<file path="src/rtl/apx_pkg.sv">
package apx_pkg;
  typedef enum logic [2:0] {
    CMD_NOP  = 3'd0,
    CMD_ACT  = 3'd1,
    CMD_RD   = 3'd2,
    CMD_WR   = 3'd3,
    CMD_RDA  = 3'd4,
    CMD_WRA  = 3'd5,
    CMD_PRE  = 3'd6,
    CMD_PREA = 3'd7
  } cmd_e;
endpackage

</file>
<file path="src/rtl/apx_act_table.sv">
module apx_act_table #(
  parameter int NBANK   = 4,
  parameter int BANK_W  = 2,
  parameter int STAMP_W = 16
) (
  input  logic               clk,
  input  logic               rst_n,
  input  logic               wr_en,
  input  logic [BANK_W-1:0]  wr_bank,
  input  logic [STAMP_W-1:0] wr_stamp,
  input  logic [BANK_W-1:0]  rd_bank,
  output logic [STAMP_W-1:0] rd_stamp
);
  logic [STAMP_W-1:0] act_q [NBANK];

  // one register per bank, written only when its bank is named
  for (genvar g = 0; g < NBANK; g++) begin : g_bank
    logic hit_en;
    assign hit_en = wr_en && (wr_bank == BANK_W'(g));
    always_ff @(posedge clk or negedge rst_n) begin
      if (!rst_n)      act_q[g] <= '0;
      else if (hit_en) act_q[g] <= wr_stamp;
    end
  end

  assign rd_stamp = act_q[rd_bank];
endmodule

</file>
<file path="src/rtl/apx_pre_time.sv">
module apx_pre_time #(
  parameter int STAMP_W = 16,
  parameter int OFS_W   = 8
) (
  input  logic [STAMP_W-1:0] cmd_stamp,
  input  logic               is_write,
  input  logic [STAMP_W-1:0] act_stamp,
  input  logic [OFS_W-1:0]   rd_ofs,
  input  logic [OFS_W-1:0]   wr_ofs,
  input  logic [OFS_W-1:0]   tras,
  output logic [STAMP_W-1:0] pre_stamp
);
  logic [OFS_W-1:0]   ofs_sel;
  logic [STAMP_W-1:0] by_cmd;
  logic [STAMP_W-1:0] by_act;

  always_comb begin
    ofs_sel   = is_write ? wr_ofs : rd_ofs;
    by_cmd    = cmd_stamp + {{(STAMP_W-OFS_W){1'b0}}, ofs_sel};
    by_act    = act_stamp + {{(STAMP_W-OFS_W){1'b0}}, tras};
    pre_stamp = (by_act > by_cmd) ? by_act : by_cmd;
  end
endmodule

</file>
<file path="src/rtl/apx_pre_fifo.sv">
module apx_pre_fifo #(
  parameter int DEPTH   = 8,
  parameter int BANK_W  = 2,
  parameter int STAMP_W = 16,
  parameter int CNT_W   = 4
) (
  input  logic               clk,
  input  logic               rst_n,
  input  logic               push,
  input  logic [BANK_W-1:0]  push_bank,
  input  logic [STAMP_W-1:0] push_stamp,
  input  logic               pop,
  output logic [BANK_W-1:0]  head_bank,
  output logic [STAMP_W-1:0] head_stamp,
  output logic [CNT_W-1:0]   count,
  output logic               empty,
  output logic               full
);
  localparam int PTR_W = (DEPTH > 1) ? $clog2(DEPTH) : 1;
  localparam logic [PTR_W-1:0] LAST_P = PTR_W'(DEPTH - 1);
  localparam logic [CNT_W-1:0] FULL_C = CNT_W'(DEPTH);

  logic [BANK_W-1:0]  bank_q  [DEPTH];
  logic [STAMP_W-1:0] stamp_q [DEPTH];
  logic [PTR_W-1:0]   wr_q, wr_d, rd_q, rd_d;
  logic [CNT_W-1:0]   cnt_q, cnt_d;

  always_ff @(posedge clk) begin
    if (push) begin
      bank_q[wr_q]  <= push_bank;
      stamp_q[wr_q] <= push_stamp;
    end
  end

  always_comb begin
    wr_d  = wr_q;
    rd_d  = rd_q;
    cnt_d = cnt_q;
    if (push) begin
      wr_d  = (wr_q == LAST_P) ? '0 : wr_q + 1'b1;
      cnt_d = cnt_d + 1'b1;
    end
    if (pop) begin
      rd_d  = (rd_q == LAST_P) ? '0 : rd_q + 1'b1;
      cnt_d = cnt_d - 1'b1;
    end
  end

  always_ff @(posedge clk or negedge rst_n) begin
    if (!rst_n) begin
      wr_q  <= '0;
      rd_q  <= '0;
      cnt_q <= '0;
    end else begin
      wr_q  <= wr_d;
      rd_q  <= rd_d;
      cnt_q <= cnt_d;
    end
  end

  assign head_bank  = bank_q[rd_q];
  assign head_stamp = stamp_q[rd_q];
  assign count      = cnt_q;
  assign empty      = (cnt_q == '0);
  assign full       = (cnt_q == FULL_C);
endmodule

</file>
<file path="src/rtl/apx_expander.sv">
module apx_expander #(
  parameter int NBANK   = 4,
  parameter int STAMP_W = 16,
  parameter int OFS_W   = 8,
  parameter int QDEPTH  = 8,
  localparam int BANK_W = (NBANK > 1) ? $clog2(NBANK) : 1
) (
  input  logic               clk,
  input  logic               rst_n,
  input  logic [OFS_W-1:0]   cfg_rd_ofs,
  input  logic [OFS_W-1:0]   cfg_wr_ofs,
  input  logic [OFS_W-1:0]   cfg_tras,
  input  logic               flush,
  input  logic               in_valid,
  output logic               in_ready,
  input  logic [2:0]         in_type,
  input  logic [BANK_W-1:0]  in_bank,
  input  logic [STAMP_W-1:0] in_stamp,
  output logic               out_valid,
  input  logic               out_ready,
  output logic [2:0]         out_type,
  output logic [BANK_W-1:0]  out_bank,
  output logic [STAMP_W-1:0] out_stamp
);
  import apx_pkg::*;

  localparam int CNT_W = $clog2(QDEPTH + 1);
  localparam logic [CNT_W:0]     DEPTH_L = (CNT_W + 1)'(QDEPTH);
  localparam logic [STAMP_W-1:0] ONE_S   = STAMP_W'(1);

  // holding slot for the one normal command waiting to leave
  logic               cur_v, cur_v_d, started, started_d;
  cmd_e               cur_cmd;
  logic [BANK_W-1:0]  cur_bank;
  logic [STAMP_W-1:0] cur_stamp, cur_pre;

  cmd_e               in_cmd;
  logic               load, cur_auto, cur_ok, sel_prea, head_first;
  logic               fire, cur_fire, q_push, q_pop;
  logic [CNT_W:0]     room_sum;
  logic [STAMP_W-1:0] act_rd, pre_calc;
  logic [BANK_W-1:0]  q_head_bank;
  logic [STAMP_W-1:0] q_head_stamp;
  logic [CNT_W-1:0]   q_cnt;
  logic               q_empty, q_full;

  assign in_cmd = cmd_e'(in_type);

  apx_act_table #(.NBANK(NBANK), .BANK_W(BANK_W), .STAMP_W(STAMP_W)) act_i (
    .clk(clk), .rst_n(rst_n),
    .wr_en(load && (in_cmd == CMD_ACT)), .wr_bank(in_bank), .wr_stamp(in_stamp),
    .rd_bank(in_bank), .rd_stamp(act_rd)
  );

  apx_pre_time #(.STAMP_W(STAMP_W), .OFS_W(OFS_W)) time_i (
    .cmd_stamp(in_stamp), .is_write(in_cmd == CMD_WRA), .act_stamp(act_rd),
    .rd_ofs(cfg_rd_ofs), .wr_ofs(cfg_wr_ofs), .tras(cfg_tras),
    .pre_stamp(pre_calc)
  );

  apx_pre_fifo #(.DEPTH(QDEPTH), .BANK_W(BANK_W), .STAMP_W(STAMP_W), .CNT_W(CNT_W)) q_i (
    .clk(clk), .rst_n(rst_n),
    .push(q_push), .push_bank(cur_bank), .push_stamp(cur_pre),
    .pop(q_pop), .head_bank(q_head_bank), .head_stamp(q_head_stamp),
    .count(q_cnt), .empty(q_empty), .full(q_full)
  );

  // output selection: leading PREA, then queue head vs waiting command
  always_comb begin
    cur_auto   = (cur_cmd == CMD_RDA) || (cur_cmd == CMD_WRA);
    cur_ok     = cur_v && !(cur_auto && q_full);
    sel_prea   = cur_v && !started && (cur_stamp > ONE_S);
    head_first = !sel_prea && !q_empty &&
                 (cur_v ? (cur_stamp >= q_head_stamp) : (flush || q_full));
    out_valid  = sel_prea || head_first || cur_ok;
    if (sel_prea) begin
      out_type  = CMD_PREA;
      out_bank  = '0;
      out_stamp = '0;
    end else if (head_first) begin
      out_type  = CMD_PRE;
      out_bank  = q_head_bank;
      out_stamp = q_head_stamp;
    end else begin
      case (cur_cmd)
        CMD_RDA: out_type = CMD_RD;
        CMD_WRA: out_type = CMD_WR;
        default: out_type = cur_cmd;
      endcase
      out_bank  = cur_bank;
      out_stamp = cur_stamp;
    end
  end

  always_comb begin
    fire      = out_valid && out_ready;
    cur_fire  = fire && !sel_prea && !head_first;
    q_pop     = fire && head_first;
    q_push    = cur_fire && cur_auto;
    room_sum  = {1'b0, q_cnt} + {{CNT_W{1'b0}}, q_push};
    in_ready  = (!cur_v || cur_fire) && (room_sum < DEPTH_L);
    load      = in_valid && in_ready;
    cur_v_d   = load ? 1'b1 : (cur_fire ? 1'b0 : cur_v);
    started_d = started || fire;
  end

  always_ff @(posedge clk or negedge rst_n) begin
    if (!rst_n) begin
      cur_v   <= 1'b0;
      started <= 1'b0;
    end else begin
      cur_v   <= cur_v_d;
      started <= started_d;
    end
  end

  always_ff @(posedge clk) begin
    if (load) begin
      cur_cmd   <= in_cmd;
      cur_bank  <= in_bank;
      cur_stamp <= in_stamp;
      cur_pre   <= pre_calc;
    end
  end
endmodule

</file>
<file path="config.mk">
export PLATFORM = sky130hd
export DESIGN_NAME = apx_expander
export DESIGN_NICKNAME = d
export VERILOG_FILES = /design/src/rtl/apx_pkg.sv /design/src/rtl/apx_act_table.sv /design/src/rtl/apx_pre_time.sv /design/src/rtl/apx_pre_fifo.sv /design/src/rtl/apx_expander.sv
export SDC_FILE = /design/constraint.sdc
export NUM_CORES = 1
export LEC_CHECK = 0
export CORE_MARGIN = 5
export CORE_UTILIZATION = 60
export DETAILED_ROUTE_END_ITERATION = 8
export DONT_BUFFER_PORTS = 1
export PLACE_DENSITY = 0.87
export SLEW_MARGIN = 20
export SYNTH_ARGS = -nofsm -noshare
export SYNTH_HDL_FRONTEND = slang
export SYNTH_SLANG_ARGS = --single-unit
</file>
<file path="constraint.sdc">
create_clock -name clk -period 6.7 [get_ports clk]
set_input_delay 0.335 -clock clk [delete_from_list [all_inputs] [get_ports clk]]
set_output_delay 0.335 -clock clk [all_outputs]
set_load 0.1 [all_outputs]
</file>
==> summary.log <==
INFO  logic_synthesis area_of_the_mapped_netlist=12300squm
INFO  timing         setup_viol=0
INFO  cts            cts.sinks=257
INFO  global_route   grt_max_degree=77
INFO  logic_synthesis post_synth_mux_area_share=19.8%
INFO  logic_synthesis synthCells=788
INFO  drt            drc_errors=0
INFO  cts            tritoncts=built
INFO  floorplanning  floorplan.rows=52
INFO  logic_synthesis dominantRegCellSynth=edfxtp_1
INFO  drt            detail_route.wirelength=27500um
INFO  critical_path  rr_worst_depth=16
INFO  cts            ctsResizeCount=0
INFO  logic_synthesis post-synth-top-area-cell=edfxtp_1
INFO  logic_synthesis synth_sequential_area_ratio=59.5%
INFO  logic_synthesis count_of_flip_flops_with_a_built_in_enable_after_synthesis=181
INFO  logic_synthesis async_reset_ff_share=29.6%
INFO  timing         drv_slew=0
INFO  cts            max-clock-path-buffers=3
INFO  floorplanning  initial_utilization=61.0%
INFO  global_route   grt_overflow_total=0
INFO  logic_synthesis yosysWarningCount=0
INFO  cts            cts_made_buffers=26
INFO  critical_path  critical_path_start_end_classification=flip-flop to flip-flop
INFO  floorplanning  die_area=23500squm
INFO  logic_synthesis post_synth_num_cell_types=59
INFO  critical_path  critPathCaptureType=flip-flop
INFO  critical_path  worst-endpoint-required=7110ps
INFO  finish         finish.cell_count_without_fillers=1139
INFO  timing         fin_worst_skew=11.2ps
INFO  timing         grt_setup_unrepaired=false
INFO  cts            worst_skew_late_latency=530ps
INFO  pwr            ir_drop_worst_case_vdd=0.000326V
INFO  drt            detail-route-antenna-nets=0
INFO  logic_synthesis synth_compound_area_share=4.55%
INFO  timing         relSlewSlack=23.6%
INFO  global_route   grt_pass1_vias=7634
INFO  logic_synthesis area_share_of_xor_xnor_cells_in_the_synthesized_design=2.13%
INFO  pwr            power_density_over_cell_area=479nW/um^2
INFO  finish         fraction_of_final_layout_cells_sized_beyond_drive_strength_1=27.2%
INFO  logic_synthesis yosysTopAreaCellShare=44.1%
INFO  pwr            leakage=5.56nW
INFO  finish         n_fill_cell=1198
INFO  finish         multi_input_gate_area_in_the_final_layout=5070squm
INFO  timing         timing_hold_violations_final=0
INFO  logic_synthesis yosys_register_bits=257
INFO  placement      placed_cells_incl_taps=1067
INFO  drt            route.detailed.vias_per_inst=6.29
INFO  finish         syn_to_final_growth=15.3%
INFO  timing         tightestPinTransition=1140ps
INFO  logic_synthesis synth_top_family_by_area=multiplexers
INFO  pwr            power.total=0.00681W
INFO  cts            clkSlewWorstSetupHoldPaths=70ps
INFO  min_path       hp-class=primary input to flip-flop
INFO  floorplanning  dieWidth=153um
INFO  cts            cts.root.buffer_cell=clkbuf_16
INFO  placement      globalplace.congestion=0.972
INFO  critical_path  data_arrival_time_of_the_worst_path=5990ps
INFO  logic_synthesis adder_and_majority_gate_portion_of_the_synthesized_area=6.00%
INFO  timing         setup_total_negative_slack=0ps
INFO  global_route   grt_first_pass_wirelength=43500um
INFO  drt            drt_pre_antenna_iters=5
INFO  logic_synthesis synth_nets=896
INFO  timing         finalCriticalPeriod=5580ps
INFO  floorplanning  overall_die_height=153um
INFO  placement      detailedPlacementHpwl=18200um
INFO  run_status     run_status=finished clean
INFO  flow_run       cap_viol_max_count=0
INFO  drt            first_drt_iteration_drcs=498
INFO  critical_path  worstSetupStartpointType=flip-flop
INFO  placement      port_buffers=0
INFO  critical_path  path_max_fanout=16
INFO  floorplanning  io_pins=73
INFO  global_route   antenna_found_initial=0
INFO  logic_synthesis simple_gate_area_share_of_the_yosys_netlist=6.15%
INFO  cts            cts-htree-levels=1
INFO  logic_synthesis yosys-top-cells-area=edfxtp_1 44%, dfrtp_1 15%, mux4_2 9.5%
INFO  drt            wl_per_cell=24.2um
INFO  finish         fin_nets=957
INFO  finish         diodes=0
INFO  floorplanning  fp.coreArea=20200squm
INFO  timing         achievable-frequency=179MHz
INFO  global_route   globalRouteTotalUtil=23.5%
INFO  drt            route.vias.total=7162
INFO  min_path       hold_path_depth=2
INFO  timing         final.period_utilization=83.3%
INFO  finish         layout.area.seq=7340squm
INFO  logic_synthesis syn-mean-instance-area=15.7squm
## layout by cell type (no fill, tap or decap), drive strengths merged, types with 4 or more instances in the layout
cell type	count
a21o	4
mux2i	33
nor2b	13
o21a	7
xor2	13
buf	37
o21ai	13
nor2	47
dlygate4sd3	23
clkbuf	28
mux2	84
edfxtp	181
clkinv	13
nand3b	4
inv	32
dfrtp	76
a21oi	15
nor4	5
mux4	52
nand3	8
nor3	13
a211oi	18
nand2	20
ha	56
nand2b	11
xnor2	17
nand4	6
## worst paths after layout
path / from / endpoint / slack, ps
max reg2reg: q_i.rd_q[2] / act_i.act_q[41] / 1120
min in group asynchronous: rst_n / q_i.count[3] / 380
max in group asynchronous: rst_n / act_i.act_q[14] / 5990
max: q_i.rd_q[2] / act_i.act_q[41] / 1120
min: in_stamp[13] / cur_pre[13] / 140
min reg2reg: act_i.act_q[23] / act_i.act_q[23] / 480
## metrics by stage
stage | instance area (sq um) | setup WS [ps] | hold WS [ps] | util (%)
global route | 14200 | 820 | 139 | 70.3
CTS | 14200 | 1190 | 122 | 70.3
finish | 14200 | 1120 | 137 | 70.3
detailed placement | 13100 | 1370 | 42.0 | 64.9
floorplan | 12300 | 717 | 39.4 | -
global placement | 13100 | 1520 | 42.6 | 64.9
## cell usage after synthesis, drive strengths merged, types with 15 or more instances
| library cell | number |
|---|---|
| edfxtp | 181 |
| mux2 | 84 |
| dfrtp | 76 |
| ha | 56 |
| mux4 | 52 |
| nor2 | 47 |
| mux2i | 33 |
| inv | 29 |
| nand2 | 20 |
| a211oi | 18 |
| xnor2 | 17 |
| a21oi | 15 |
| clkbuf | 15 |
## registers in the layout (all words and copies together) (netlist names)
name / count
q_i.wr_q: 3
q_i.count: 4
cur_stamp: 16
cur_pre: 16
act_i.act_q: 64
cur_cmd: 3
q_i.rd_q: 3
q_i.bank_q: 16
cur_v: 1
started: 1
q_i.stamp_q: 128
cur_bank: 2
## worst max-delay path, stage by stage (launching register included)
cell and delay (ps):
dfrtp_1 870, buf_4 330, mux2_2 410, ha_1 290
nand2b_1 120, a2111oi_0 130, o31ai_1 340, o21ai_0 220
a21boi_4 190, nand2b_1 120, buf_4 200, inv_1 70
ha_1 190, a31oi_1 300, nand2_1 400, nor3_4 830
mux2_2 420
## timing repair
item	in CTS	in global routing
endpoints found under the hold margin	162	0
buffers inserted	0	0
hold buffers	24	0
## area by class of cell
class | instances | area share (%)
Clock inverter | 20 | 1.14
Tap cell | 270 | 2.37
Inverter | 29 | 0.765
Timing Repair Buffer | 60 | 3.71
Sequential cell | 257 | 51.6
Multi-Input combinational cell | 475 | 35.6
Clock buffer | 28 | 4.78
## logic make-up after synthesis
| logic type | Yosys count |
|---|---|
| mux | 169 |
| fa+ha+maj | 58 |
| compound gates | 79 |
| buf+inv | 56 |
| xor+xnor | 30 |
| simple gates | 139 |
| flops | 257 |
## layer usage
metal / track usage, % / wire length [um] / up-vias
met5: 0 / 0 / -
met4: 6.85 / 828 / 0
met2: 40.7 / 14200 / 293
li1: - / - / 3152
met3: 4.35 / 1950 / 64
met1: 30.7 / 10600 / 3653
## power breakdown
part           internal (W)  switching [W]  leakage [nW]
logic               0.00107        0.00215          2.50
clock network      0.000815       0.000610         0.417
registers           0.00196       0.000203          2.64
total               0.00385        0.00296          5.56
No activity file was read; power rests on OpenSTA's default activity.
